File: config.mk
export PLATFORM = sky130hd
export DESIGN_NAME = gpio_bank
export DESIGN_NICKNAME = d
export VERILOG_FILES = /design/src/rtl/gpio_pkg.sv /design/src/rtl/gpio_sync.sv /design/src/rtl/gpio_port.sv /design/src/rtl/gpio_bank.sv
export SDC_FILE = /design/constraint.sdc
export NUM_CORES = 1
export LEC_CHECK = 0
export ABC_AREA = 1
export BUFFER_PORTS_ARGS = -buffer_cell sky130_fd_sc_hd__buf_2
export CAP_MARGIN = 0
export CELL_PAD_IN_SITES_DETAIL_PLACEMENT = 1
export CELL_PAD_IN_SITES_GLOBAL_PLACEMENT = 2
export CORE_UTILIZATION = 28
export CTS_CLUSTER_SIZE = 28
export DETAILED_ROUTE_END_ITERATION = 16
export GPL_ROUTABILITY_DRIVEN = 1
export PLACE_DENSITY_LB_ADDON = 0.1
export SLEW_MARGIN = 20
export SYNTH_ARGS = -nofsm -noshare
export SYNTH_HDL_FRONTEND = slang
export SYNTH_HIERARCHICAL = 1
export SYNTH_SLANG_ARGS = --single-unit
File: constraint.sdc
create_clock -name clk -period 1.4 [get_ports clk]
set_clock_uncertainty 0.15 [all_clocks]
set_input_delay 0.07 -clock clk [delete_from_list [all_inputs] [get_ports clk]]
set_output_delay 0.07 -clock clk [all_outputs]
set_load 0.01 [all_outputs]
File: src/rtl/gpio_pkg.sv
package gpio_pkg;

    typedef enum logic [1:0] {
        REG_IN   = 2'd0,
        REG_DIR  = 2'd1,
        REG_DAT  = 2'd2,
        REG_NONE = 2'd3
    } gpio_reg_e;

    typedef struct packed {
        logic oe;
        logic lvl;
        logic pu;
    } pad_ctl_t;

    function automatic pad_ctl_t pad_ctl(input logic dir_bit, input logic dat_bit);
        pad_ctl_t c;
        c.oe  = dir_bit;
        c.lvl = dat_bit;
        c.pu  = dat_bit & ~dir_bit;
        return c;
    endfunction

endpackage

File: src/rtl/gpio_sync.sv
module gpio_sync #(
    parameter int W = 8
) (
    input  logic         clk,
    input  logic         rst,
    input  logic [W-1:0] raw,
    output logic [W-1:0] synced
);
    logic [W-1:0] stage1_q;
    logic [W-1:0] stage2_q;

    always_ff @(posedge clk) begin
        if (rst) begin
            stage1_q <= '0;
            stage2_q <= '0;
        end else begin
            stage1_q <= raw;
            stage2_q <= stage1_q;
        end
    end

    assign synced = stage2_q;

    logic [1:0] warm_q;
    always_ff @(posedge clk) begin
        if (rst)              warm_q <= 2'd0;
        else if (warm_q != 2'd2) warm_q <= warm_q + 2'd1;
    end


    sync_latency_chk: assert property (@(posedge clk) disable iff (rst)
        (warm_q == 2'd2) |-> (synced == $past(raw, 2)));

endmodule

File: src/rtl/gpio_port.sv
module gpio_port
    import gpio_pkg::*;
#(
    parameter int W = 8
) (
    input  logic         clk,
    input  logic         rst,
    input  logic         wr_en,
    input  gpio_reg_e    reg_sel,
    input  logic [W-1:0] wdata,
    input  logic [W-1:0] pad_in,
    output logic [W-1:0] rdata,
    output logic [W-1:0] pad_oe,
    output logic [W-1:0] pad_out,
    output logic [W-1:0] pad_pu
);
    logic [W-1:0] dir_q;
    logic [W-1:0] dat_q;
    logic [W-1:0] in_sync;

    always_ff @(posedge clk) begin
        if (rst) begin
            dir_q <= '0;
            dat_q <= '0;
        end else if (wr_en) begin
            case (reg_sel)
                REG_DIR: dir_q <= wdata;
                REG_DAT: dat_q <= wdata;
                default: ;
            endcase
        end
    end

    gpio_sync #(.W(W)) u_sync (
        .clk    (clk),
        .rst    (rst),
        .raw    (pad_in),
        .synced (in_sync)
    );

    for (genvar i = 0; i < W; i++) begin : g_pin
        pad_ctl_t ctl;
        assign ctl        = pad_ctl(dir_q[i], dat_q[i]);
        assign pad_oe[i]  = ctl.oe;
        assign pad_out[i] = ctl.lvl;
        assign pad_pu[i]  = ctl.pu;
    end

    always_comb begin
        case (reg_sel)
            REG_IN:  rdata = in_sync;
            REG_DIR: rdata = dir_q;
            REG_DAT: rdata = dat_q;
            default: rdata = '0;
        endcase
    end


    dir_write_chk: assert property (@(posedge clk) disable iff (rst)
        (wr_en && reg_sel == REG_DIR) |=> (pad_oe == $past(wdata)));


    dat_write_chk: assert property (@(posedge clk) disable iff (rst)
        (wr_en && reg_sel == REG_DAT) |=> (pad_out == $past(wdata)));


    ignored_write_chk: assert property (@(posedge clk) disable iff (rst)
        (wr_en && (reg_sel == REG_IN || reg_sel == REG_NONE))
        |=> ($stable(pad_oe) && $stable(pad_out) && $stable(pad_pu)));


    idle_hold_chk: assert property (@(posedge clk) disable iff (rst)
        !wr_en |=> ($stable(pad_oe) && $stable(pad_out)));

endmodule

File: src/rtl/gpio_bank.sv
module gpio_bank
    import gpio_pkg::*;
#(
    parameter int NUM_PORTS = 4,
    parameter int PORT_W    = 8,
    localparam int SEL_W    = (NUM_PORTS > 1) ? $clog2(NUM_PORTS) : 1,
    localparam int TOT_W    = NUM_PORTS * PORT_W
) (
    input  logic              clk,
    input  logic              rst,
    input  logic              bus_we,
    input  logic [SEL_W-1:0]  bus_port_sel,
    input  logic [1:0]        bus_reg_sel,
    input  logic [PORT_W-1:0] bus_wdata,
    output logic [PORT_W-1:0] bus_rdata,
    input  logic [TOT_W-1:0]  pad_in,
    output logic [TOT_W-1:0]  pad_oe,
    output logic [TOT_W-1:0]  pad_out,
    output logic [TOT_W-1:0]  pad_pu
);
    gpio_reg_e         reg_sel;
    logic [PORT_W-1:0] port_rd [NUM_PORTS];

    assign reg_sel = gpio_reg_e'(bus_reg_sel);

    for (genvar p = 0; p < NUM_PORTS; p++) begin : g_port
        logic hit;
        assign hit = bus_we && (bus_port_sel == SEL_W'(p));

        gpio_port #(.W(PORT_W)) u_port (
            .clk     (clk),
            .rst     (rst),
            .wr_en   (hit),
            .reg_sel (reg_sel),
            .wdata   (bus_wdata),
            .pad_in  (pad_in [p*PORT_W +: PORT_W]),
            .rdata   (port_rd[p]),
            .pad_oe  (pad_oe [p*PORT_W +: PORT_W]),
            .pad_out (pad_out[p*PORT_W +: PORT_W]),
            .pad_pu  (pad_pu [p*PORT_W +: PORT_W])
        );
    end

    always_comb begin
        bus_rdata = '0;
        for (int p = 0; p < NUM_PORTS; p++) begin
            if (bus_port_sel == SEL_W'(p)) bus_rdata = port_rd[p];
        end
    end

endmodule

==> results.json, run 1 <==
{
  "grt_max_degree": 22,
  "hold_violations": 0,
  "endpoint": "bus_rdata[6]",
  "grt.overflow.total": 0,
  "violations": "negative setup slack",
  "nets": 1119,
  "final_cell_mix": "nor2_1 (219), nand2_1 (204), buf_2 (147)",
  "layout_min_cycle_time_ns": 1.75,
  "antenna_found_initial": 0,
  "die_w_um": 143,
  "swShare_pct": 24.3,
  "clock-root-buffer": "clkbuf_16",
  "area_growth_pct": 46.7,
  "p_clk_share_pct": 49.0,
  "setup_viol": 8,
  "pre_cts_ws_ns": -0.334,
  "cts_buffers": 17,
  "period_share_pct": 125,
  "power_w": 0.00927,
  "r2r-start": "g_port[1].u_port/pad_oe[2]$_SDFFE_PP0P_",
  "portBuffers": 150,
  "wl_per_cell_um": 14.0,
  "endpoint_kind": "output pin",
  "synth_flop_cell": "dfxtp_1",
  "yosysWarnings": 6,
  "start_kind": "register",
  "status": "finished with violations",
  "crit_path_max_incr_delay_ns": 0.33,
  "synth_edf_count": 0,
  "worst-setup-path-type": "register to output pin",
  "core-area_um2": 19500,
  "dieHeight_um": 143,
  "via_count": 5576,
  "vdd_drop_max_mv": 0.837,
  "dieArea_um2": 20500,
  "crit_required_ns": 1.18,
  "fmax_mhz": 570,
  "n_antenna_cell": 0,
  "worstMarginPinSlew_ns": 0.562,
  "clock_sinks": 128,
  "ant_nets": 0,
  "io_pins": 151,
  "p_comb_share_pct": 9.6,
  "slew_viol_final": 0,
  "layout_commonest_cell": "nor2_1",
  "grt.total_usage_pct": 19.5,
  "crit_slowest_cell": "dfxtp_2",
  "timing.hold.ws_ns": 0.0646,
  "fin_cells": 1350,
  "hpwlAfterDp_mm": 13.7,
  "seq_area_frac_synth_pct": 45.9,
  "crit_chain": "inv_2 > o211ai_1 > nand3_1 > nand4_1 > buf_2",
  "grt_pass1_vias": 5447,
  "drt_iter0_markers": 206,
  "leakagePower_nw": 4.40,
  "synth_nets": 855,
  "finalWorstSetupSlack_ns": -0.353,
  "cts_tree": "done",
  "cellInternalPower_w": 0.00701,
  "r2r_slack_ns": 0.39,
  "drc_errors": 0,
  "netlist_area_um2": 5580,
  "switchingPower_w": 0.00225,
  "insertion_delay_ns": 0.43,
  "cp.arrival_ns": 1.53,
  "async_flop_share_pct": 0,
  "clockBufferDepth": 2,
  "drt-vias-per-instance": 4.13,
  "start_util_pct": 28.6,
  "reg2regPathDepth": 6,
  "htree_levels": 4,
  "fp-row-count": 51,
  "grt_first_pass_wirelength_mm": 29.3,
  "worstReg2RegEnd": "g_port[1].u_port/pad_oe[2]$_SDFFE_PP0P_",
  "drive_above_1_share_pct": 31.2,
  "drt_first_pass_iters": 5,
  "finalCoreUtilization_pct": 41.9,
  "cp_max_fo": 2,
  "rsz0062_at_grt": "yes",
  "max-cap-violations": 0,
  "startpoint": "g_port[1].u_port/pad_oe[6]$_SDFFE_PP0P_",
  "ys_ff_latch": 128,
  "pwr_density_cell_nw_per_um2": 1130,
  "synthCells": 808,
  "dp.cells": 1256,
  "min-delay-path-class": "input port to register",
  "p_seq_share_pct": 41.4,
  "syn_area_per_cell_um2": 6.90,
  "totalWireLength_mm": 18.9,
  "slew_headroom_pct": 62.5,
  "clk_pin_slew_ns": 0.06,
  "place.gp.congestion": 0.822,
  "synth_cell_types": 18
}
-- power by group through the flow --
stage | Combinational, W | Clock [W] | Sequential, W
2_1_floorplan | 0.000397 | 0 | 0.00391
3_3_place_gp | 0.000776 | 0 | 0.00391
3_5_place_dp | 0.000782 | 0 | 0.00391
4_1_cts | 0.000898 | 0.00466 | 0.00383
5_1_grt | 0.000997 | 0.00481 | 0.00385
6_report | 0.000891 | 0.00454 | 0.00383
-- sequential cells by signal (all words and copies together) (netlist names) --
name / count
g_port.u_port/pad_out: 32
g_port.u_port/pad_oe: 32
g_port.u_port/u_sync/stage1_q: 32
g_port.u_port/u_sync/synced: 32
-- final cells by class --
type | count | area (um2)
repair buffers | 269 | 1860
clock inverters | 12 | 160
flip-flops and latches | 128 | 2590
fillers | 2520 | 11300
clock buffers | 20 | 447
well taps | 265 | 332
multi-input cells | 513 | 2260
inverters | 143 | 539
-- worst max-delay path, delay by kind of cell (launching register included) --
kind | cells | cell delay [ns]
and+or+nand+nor | 2 | 0.30
DFF | 1 | 0.33
buffers and inverters | 2 | 0.19
AOI/OAI and AO/OA | 1 | 0.28
-- cells by family (layout without fill, tap and decap cells) --
family	count (synthesis)	after routing	share of synthesized area (%)
AO/OA/AOI/OAI	32	32	4.31
AND/OR/NAND/NOR	481	481	35.9
buffers and inverters	167	444	13.8
flip-flops	128	128	45.9
-- how the worst min path moves through the flow --
stage / startpoint / end / slack, ns / depth (start not counted)
finish: rst / g_port[3].u_port/u_sync/stage1_q[3]$_SDFF_PP0_ / 0.06 / 3
global placement: pad_in[28] / g_port[3].u_port/u_sync/stage1_q[4]$_SDFF_PP0_ / 0.12 / 3
global route: rst / g_port[3].u_port/u_sync/synced[1]$_SDFF_PP0_ / 0.08 / 3
floorplan: pad_in[0] / g_port[0].u_port/u_sync/stage1_q[0]$_SDFF_PP0_ / 0.03 / 2
detailed placement: pad_in[11] / g_port[1].u_port/u_sync/stage1_q[3]$_SDFF_PP0_ / 0.13 / 3
CTS: rst / g_port[3].u_port/u_sync/stage1_q[3]$_SDFF_PP0_ / 0.05 / 3
-- layer usage --
layer	vias up	track usage (%)	share of wire, %
met2	105	32.0	46
met5	-	0	0
met4	0	6.68	1.9
li1	2928	-	-
met3	24	4.53	3.7
met1	2519	24.9	48
-- cells in the mapped netlist (2+ instances only) --
cell	instances	share of area [%]
clkbuf_1	4	0.27
buf_2	4	0.36
nand3_2	16	2.9
buf_8	4	1.1
buf_4	4	0.54
inv_2	9	0.61
buf_12	2	0.72
o211ai_1	32	4.3
buf_6	6	1.2
nand3_1	16	1.4
nor2_1	220	15
dfxtp_1	128	46
nor2_2	13	1.5
nand2_1	204	14
nor3_2	4	0.72
inv_1	133	9.0
nand4_1	8	0.90
-- metrics by stage --
step | area [um2] | TNS, ns
CTS | 8130 | -2.53
detailed placement | 6930 | -2.26
global route | 8180 | -2.89
floorplan | 5580 | 0
finish | 8180 | -2.22
global placement | 6930 | -2.18
-- timing repair --
item / CTS / global route
hold buffers: 44 / 0
setup endpoints to repair: 8 / 12
endpoints found under the hold margin: 99 / 0
pin swaps: 41 / 17
resized for setup: 37 / 13
buffers inserted: 14 / 6
Note: power is estimated with default switching activity, not from simulation.
==> inputs of run 2 (changes only) <==
Settings changed: RECOVER_POWER set to 100.
==> run 2 against run 1 <==
- the flow still finishes with violations (negative setup slack)
- global-route usage unchanged
- sequential power barely moved
- non-clock buffer count is the same
- register-to-register slack got worse by 0.02 ns
- critical path depth unchanged
- flip-flop and latch count stayed put
- via count is essentially flat
- routed wire length grew 0.25%
- clock-buffer cell count stayed put
- largest power group unchanged
==> results.json, run 2 (synthesis gave the netlist of run 1 again) <==
{
  "fp-row-count": 51,
  "worstReg2RegEnd": "g_port[1].u_port/pad_oe[2]$_SDFFE_PP0P_",
  "antenna_found_initial": 0,
  "hold_violations": 0,
  "setup_viol": 16,
  "layout_commonest_cell": "nor2_1",
  "violations": "negative setup slack",
  "htree_levels": 4,
  "r2r-start": "g_port[1].u_port/pad_oe[2]$_SDFFE_PP0P_",
  "cp.arrival_ns": 1.54,
  "rsz0062_at_grt": "yes",
  "r2r_slack_ns": 0.37,
  "status": "finished with violations",
  "max-cap-violations": 0,
  "drt-vias-per-instance": 4.13,
  "drive_above_1_share_pct": 23.2,
  "clk_pin_slew_ns": 0.06,
  "reg2regPathDepth": 6,
  "pwr_density_cell_nw_per_um2": 1160,
  "fin_cells": 1350,
  "die_w_um": 143,
  "insertion_delay_ns": 0.42,
  "dieArea_um2": 20500,
  "dieHeight_um": 143,
  "layout_min_cycle_time_ns": 1.76,
  "portBuffers": 150,
  "start_util_pct": 28.6,
  "drt_first_pass_iters": 4,
  "holdPathEnd": "g_port[3].u_port/pad_oe[5]$_SDFFE_PP0P_",
  "drc_errors": 0,
  "grt.total_usage_pct": 19.5,
  "whs_path_depth": 6,
  "clockBufferDepth": 2,
  "slew_viol_final": 0,
  "core-area_um2": 19500,
  "via_count": 5579,
  "min-delay-path-class": "input port to register",
  "io_pins": 151,
  "place.gp.congestion": 0.822,
  "cts_buffers": 17,
  "period_share_pct": 126,
  "drt_iter0_markers": 222,
  "worst-setup-path-type": "register to output pin",
  "clock_sinks": 128,
  "area_growth_pct": 42.9,
  "final_cell_mix": "nor2_1 (219), nand2_1 (204), inv_1 (121)",
  "timing.hold.ws_ns": 0.170,
  "endpoint_kind": "output pin",
  "cp_max_fo": 2,
  "place_area_um2": 6930,
  "nets": 1119,
  "finalCoreUtilization_pct": 40.8,
  "crit_required_ns": 1.18,
  "vdd_drop_max_mv": 0.833,
  "leakagePower_nw": 4.08,
  "finalWorstSetupSlack_ns": -0.363,
  "fillers": 2554,
  "n_antenna_cell": 0,
  "start_kind": "register",
  "hpwlAfterDp_mm": 13.7,
  "fin_area_um2": 7970,
  "fmax_mhz": 567,
  "power_w": 0.00924,
  "dp.cells": 1256,
  "grt.overflow.total": 0,
  "clock-root-buffer": "clkbuf_16",
  "hp-start": "bus_reg_sel[1]",
  "cts_tree": "done",
  "slew_headroom_pct": 59.2,
  "wl_per_cell_um": 14.1,
  "ant_nets": 0,
  "grt_max_degree": 22,
  "worstMarginPinSlew_ns": 0.611,
  "totalWireLength_mm": 19.0,
  "grt_first_pass_wirelength_mm": 29.3,
  "grt_pass1_vias": 5447
}
==> run 2: cell types whose count changed in the layout (fill, tap and decap cells not counted), sizes merged <==
cell and delta:
clkbuf +77, clkinvlp +1, inv -1, buf -77
==> run 2: worst max path at each step <==
stage	start	endpoint	slack, ns	cells past startpoint
after floorplan	bus_port_sel[1]	g_port[0].u_port/pad_out[0]$_SDFFE_PP0P_	0.11	7
after global placement	bus_reg_sel[0]	bus_rdata[6]	-0.33	7
after detailed placement	bus_reg_sel[0]	bus_rdata[4]	-0.33	7
after CTS	g_port[1].u_port/pad_oe[4]$_SDFFE_PP0P_	bus_rdata[4]	-0.37	5
after global routing	g_port[1].u_port/pad_oe[4]$_SDFFE_PP0P_	bus_rdata[4]	-0.43	5
final	g_port[1].u_port/pad_oe[6]$_SDFFE_PP0P_	bus_rdata[6]	-0.36	5
==> run 2: power by group <==
| part | switching, W | total [W] | internal, W |
|---|---|---|---|
| Sequential | 0.0000605 | 0.00383 | 0.00377 |
| Clock | 0.00169 | 0.00454 | 0.00285 |
| Combinational | 0.000498 | 0.000863 | 0.000365 |
==> run 2: routing by layer <==
metal / up-vias / wire length (um) / track usage (%)
met5: - / 0 / 0
met4: 0 / 333 / 6.68
met3: 20 / 699 / 4.53
met2: 109 / 8820 / 32.0
met1: 2526 / 9140 / 24.9
li1: 2924 / - / -
==> run 2: stage by stage <==
step	setup slack (ns)	TNS, ns
2_1_floorplan	0.110	0
5_1_grt	-0.425	-5.05
6_report	-0.363	-2.73
3_5_place_dp	-0.334	-2.26
4_1_cts	-0.369	-2.53
3_3_place_gp	-0.332	-2.18
==> run 2: final cells by class <==
class | instances | area [um2] | area share (%)
repair buffers | 269 | 1700 | 21.3
clock inverters | 12 | 160 | 2.01
clock buffers | 20 | 447 | 5.60
well taps | 265 | 332 | 4.16
flip-flops and latches | 128 | 2570 | 32.3
inverters | 143 | 538 | 6.75
multi-input cells | 513 | 2230 | 27.9
==> run 2: timing repair <==
item | in CTS | in global routing
gates resized for setup | 37 | 13
gates cloned | 0 | 0
buffers inserted | 14 | 6
pin swaps | 41 | 17
endpoints found under the hold margin | 99 | 0
hold buffers | 44 | 0
setup endpoints to repair | 8 | 12
==> run 2: worst max-delay path, stage by stage (launching register included) <==
cell and delay, ns:
dfxtp_1 0.34, inv_2 0.05, o211ai_1 0.28, nand3_1 0.16
nand4_1 0.14, buf_2 0.15
